--- src/rtl/jc_pkg.sv ---
`timescale 1ns/1ps
package jc_pkg;

  localparam int RING_MAX = 16;
  typedef logic [RING_MAX-1:0] ring_vec_t;

  // Legal twisted-ring patterns have at most one boundary between
  // adjacent bits (ones packed low, or zeros packed low).
  function automatic logic ring_is_legal(ring_vec_t r, int st);
    int flips;
    flips = 0;
    for (int i = 0; i < RING_MAX - 1; i++) begin
      if ((i + 1 < st) && (r[i] != r[i+1])) flips++;
    end
    return (flips <= 1);
  endfunction

  // One twisted-ring step: shift toward the top, inverted top bit enters at 0.
  function automatic ring_vec_t ring_advance(ring_vec_t r, int st);
    ring_vec_t n;
    n = '0;
    n[0] = ~r[st-1];
    for (int i = 1; i < RING_MAX; i++) begin
      if (i < st) n[i] = r[i-1];
    end
    return n;
  endfunction

  // Carry level for a given count: high in the first half of the cycle.
  function automatic logic carry_for_count(int count, int st);
    return (count < st);
  endfunction

endpackage

--- src/rtl/jc_ring_state.sv ---
`timescale 1ns/1ps
module jc_ring_state #(
  parameter int STAGES = 5
) (
  input  logic              clk,
  input  logic              rst,
  input  logic              advance,
  output logic [STAGES-1:0] ring_q,
  output logic              legal_o
);
  import jc_pkg::*;

  ring_vec_t             wide_cur;
  ring_vec_t             wide_nxt;
  logic [STAGES-1:0]     ring_nxt;

  always_comb begin
    wide_cur = '0;
    wide_cur[STAGES-1:0] = ring_q;
    legal_o  = ring_is_legal(wide_cur, STAGES);
    wide_nxt = ring_advance(wide_cur, STAGES);
    // Anti-lock: a non-legal pattern is replaced by the zero count.
    ring_nxt = legal_o ? wide_nxt[STAGES-1:0] : '0;
  end

  always_ff @(posedge clk or posedge rst) begin
    if (rst)          ring_q <= '0;
    else if (advance) ring_q <= ring_nxt;
  end

endmodule

--- src/rtl/jc_slot_decode.sv ---
`timescale 1ns/1ps
module jc_slot_decode #(
  parameter int STAGES = 5,
  localparam int SLOTS = 2 * STAGES
) (
  input  logic [STAGES-1:0] ring,
  output logic [SLOTS-1:0]  slot_o
);

  // Every slot is a two-input AND of ring bits.
  assign slot_o[0]      = ~ring[0] & ~ring[STAGES-1];
  assign slot_o[STAGES] =  ring[0] &  ring[STAGES-1];

  for (genvar k = 1; k < STAGES; k++) begin : g_edge
    assign slot_o[k]          =  ring[k-1] & ~ring[k];
    assign slot_o[STAGES + k] = ~ring[k-1] &  ring[k];
  end

endmodule

--- src/rtl/jc_carry_tap.sv ---
`timescale 1ns/1ps
module jc_carry_tap #(
  parameter int STAGES = 5
) (
  input  logic [STAGES-1:0] ring,
  output logic              carry_o
);
  // Top ring bit is low exactly through the first half of the count.
  assign carry_o = ~ring[STAGES-1];
endmodule

--- src/rtl/johnson_slot_counter.sv ---
`timescale 1ns/1ps
module johnson_slot_counter #(
  parameter int STAGES = 5,
  localparam int SLOTS = 2 * STAGES
) (
  input  logic             clk,
  input  logic             rst,
  input  logic             inhibit,
  output logic [SLOTS-1:0] slot_o,
  output logic             carry_o
);

  logic [STAGES-1:0] ring_q;
  logic              ring_legal;
  logic              advance;
  logic              wrap_event;

  assign advance    = ~inhibit;
  assign wrap_event = advance & slot_o[SLOTS-1];

  jc_ring_state #(.STAGES(STAGES)) u_ring (
    .clk     (clk),
    .rst     (rst),
    .advance (advance),
    .ring_q  (ring_q),
    .legal_o (ring_legal)
  );

  jc_slot_decode #(.STAGES(STAGES)) u_decode (
    .ring   (ring_q),
    .slot_o (slot_o)
  );

  jc_carry_tap #(.STAGES(STAGES)) u_carry (
    .ring    (ring_q),
    .carry_o (carry_o)
  );

  assert_reset_R4: assert property (@(posedge clk)
    rst |-> (slot_o == SLOTS'(1)) && carry_o);

  assert_advance_R2: assert property (@(posedge clk) disable iff (rst)
    (!inhibit && ring_legal) |=>
      (!ring_legal || slot_o == {$past(slot_o[SLOTS-2:0]), $past(slot_o[SLOTS-1])}));

  assert_hold_R3: assert property (@(posedge clk) disable iff (rst)
    (inhibit && ring_legal) |=> (!ring_legal || ($stable(slot_o) && $stable(carry_o))));

  assert_onehot_R5: assert property (@(posedge clk) disable iff (rst)
    ring_legal |-> ($countones(slot_o) == 1));

  assert_carry_level_R6: assert property (@(posedge clk) disable iff (rst)
    ring_legal |-> (carry_o == (|slot_o[STAGES-1:0])));

  assert_carry_rise_R6: assert property (@(posedge clk) disable iff (rst)
    (wrap_event && ring_legal) |=> $rose(carry_o));

  assert_recover_R7: assert property (@(posedge clk) disable iff (rst)
    (!inhibit && !ring_legal) |=> (slot_o == SLOTS'(1)));

endmodule

--- config.mk ---
export PLATFORM = sky130hd
export DESIGN_NAME = johnson_slot_counter
export DESIGN_NICKNAME = d
export VERILOG_FILES = /design/src/rtl/jc_pkg.sv /design/src/rtl/jc_ring_state.sv /design/src/rtl/jc_slot_decode.sv /design/src/rtl/jc_carry_tap.sv /design/src/rtl/johnson_slot_counter.sv
export SDC_FILE = /design/constraint.sdc
export NUM_CORES = 1
export LEC_CHECK = 0
export ABC_AREA = 1
export CAP_MARGIN = 20
export CORE_AREA = 2 2 39 41
export CTS_CLUSTER_SIZE = 25
export DETAILED_ROUTE_END_ITERATION = 8
export DIE_AREA = 0 0 41 43
export DONT_BUFFER_PORTS = 1
export PLACE_DENSITY = 0.49
export SLEW_MARGIN = 20
export SYNTH_ARGS = -nofsm -noshare
export SYNTH_HDL_FRONTEND = slang
export SYNTH_HIERARCHICAL = 1
export SYNTH_SLANG_ARGS = --single-unit
export TNS_END_PERCENT = 30
--- constraint.sdc ---
create_clock -name clk -period 3.7 [get_ports clk]
set_clock_uncertainty 0.15 [all_clocks]
set_input_delay 0.37 -clock clk [delete_from_list [all_inputs] [get_ports clk]]
set_output_delay 0.37 -clock clk [all_outputs]
set_load 0.01 [all_outputs]
==> results.yml <==
global_route:
  grt_start_max_net_pins: 10
  grt_pass1_vias: 395
  grtUsageTotal_pct: 14.44
  gr-total-overflow: 0
  grt_pass1_wl_microns: 1690
  antenna_found_initial: 0
floorplan:
  die_h_microns: 43
  dieArea_sq_um: 1763
  fp.coreArea_sq_um: 1384
  ios: 14
  start_util_pct: 35.99
  die_w_microns: 41
  core.rowCount: 14
finish:
  largest_register_ffs: 5
  drive_above_1_share_pct: 14.12
  num_antenna_cells: 0
  area_growth_pct: 11.31
  regMostFlops: "u_ring/ring_q"
  nets: 90
  top_regs: "u_ring/ring_q (5)"
yosys:
  syn_area_sq_um: 498.0
  yosysWarningCount: 6
  syn_nets: 84
  synthCells: 80
  synth.avg_cell_area_sq_um: 6.225
detailed_routing:
  routedWlPerCell_microns: 10.44
  final_antenna_net_count: 0
  drtIter0Drc: 9
  vias: 465
  via_per_inst: 4.604
  firstDrtPassIters: 4
  totalWireLength_microns: 1054
  drc: 0
power_and_ir_drop:
  swShare_pct: 57.10
  power_density_nw_per_um2: 1007
  p_sw_mw: 0.3187
  combPwrFrac_pct: 64.3
  p_int_mw: 0.2394
  p_leak_nw: 0.3489
  clockPowerShare_pct: 11.1
  ir_worst_vdd_uv: 381.2
  power_frac_seq_pct: 24.6
cts:
  cts_inserted_buffers: 3
  postCtsSetupBuffers: 0
  htree_levels: 1
  cts_tree: "done"
  root_buffer: "clkbuf_4"
  worstSkewPairLatency_ps: 240
  clk_pin_slew_worst_paths_ps: 40
  cts.sinks: 5
  clock_path_buffers: 2
worst_setup_path:
  path_class: "flop to output port"
  crit_fanout: 9
  worstPathRequired_ps: 3180
  critPathLaunchType: "flop"
  crit_arrival_ps: 1040
  cp-end-kind: "output port"
timing:
  worstMarginPinSlew_ps: 292.7
  fin_crit_ps: 1564
  fmax_mhz: 639.5
  period_share_pct: 42.27
  rsz0062_at_grt: "no"
  finalHoldViolCount: 0
  final-setup-viol-count: 0
  relSlewSlack_pct: 80.49
  tns_ps: 0
  whs_ps: 310.2
  slew_viol_final: 0
flow_run:
  maxCapViolCount: 0
placement:
  port_buffers: 0
  dp_hpwl_microns: 777.6
  gp_congestion: 0.7512
hold_path:
  min_path_type: "primary input to async pin"
status:
  status: "finished clean"
## per-stage QoR
step                      utilization, %  setup slack (ps)  cell area, sq um  total power [mW]  cells
after floorplan                        -              2355             498.0            0.4364     80
after global routing               40.05              2054             554.3            0.6140    101
after detailed placement           37.43              2198             518.0            0.4985     96
after global placement             37.43              2177             518.0            0.4986     96
final                              40.05              2136             554.3            0.5582    101
after CTS                          40.05              2116             554.3            0.5655    101
## layout make-up
cell class	count	area (sq um)
fillers	153	829.5
multi-input cells	54	294.0
flip-flops and latches	5	125.1
inverters	21	78.83
clock buffers	4	26.28
well taps	16	20.02
repair buffers	1	10.01
## worst max-delay path, stage by stage, from the launching register on
cell and delay, ps:
dfrtp_1 500, inv_1 100, nor2_1 200
## power groups by stage
stage	combinational, mW	clock (mW)	sequential, mW
floorplan	0.316	0	0.121
global placement	0.360	0	0.139
detailed placement	0.359	0	0.139
CTS	0.361	0.0656	0.139
global route	0.398	0.0713	0.145
finish	0.359	0.0622	0.137
## worst paths after layout
path                                        from  depth (start not counted)  slack (ps)               end
worst max-delay path            u_ring/ring_q[3]                          2        2140         slot_o[8]
worst min-delay path                         rst                          2         310  u_ring/ring_q[1]
worst max register to register  u_ring/ring_q[0]                          7        2190  u_ring/ring_q[4]
worst min register to register  u_ring/ring_q[1]                          2         480  u_ring/ring_q[1]
max in group asynchronous                    rst                          2        2920  u_ring/ring_q[4]
min in group clk                         inhibit                          5         320  u_ring/ring_q[1]
## timing repair
item / CTS / global route
endpoints found under the hold margin: 5 / 0
gates resized for setup: 0 / 0
hold buffers: 1 / 0
## metal layers
layer  routed length [microns]  GRT usage, %  share of wire, %
met1                       484         19.67                46
met2                       478         19.38                45
met3                        79         6.283               7.5
met4                        12         6.000               1.1
met5                         0             0                 0
## cell usage in the layout, fill, tap and decap left out, drive strengths merged
| cell type | n |
|---|---|
| inv | 21 |
| dlygate4sd3 | 1 |
| o21bai | 1 |
| clkbuf | 4 |
| nor2 | 10 |
| dfrtp | 5 |
| nand2 | 35 |
| nand3 | 2 |
| nand4 | 5 |
| ha | 1 |
(Power assumes the default switching activity.)
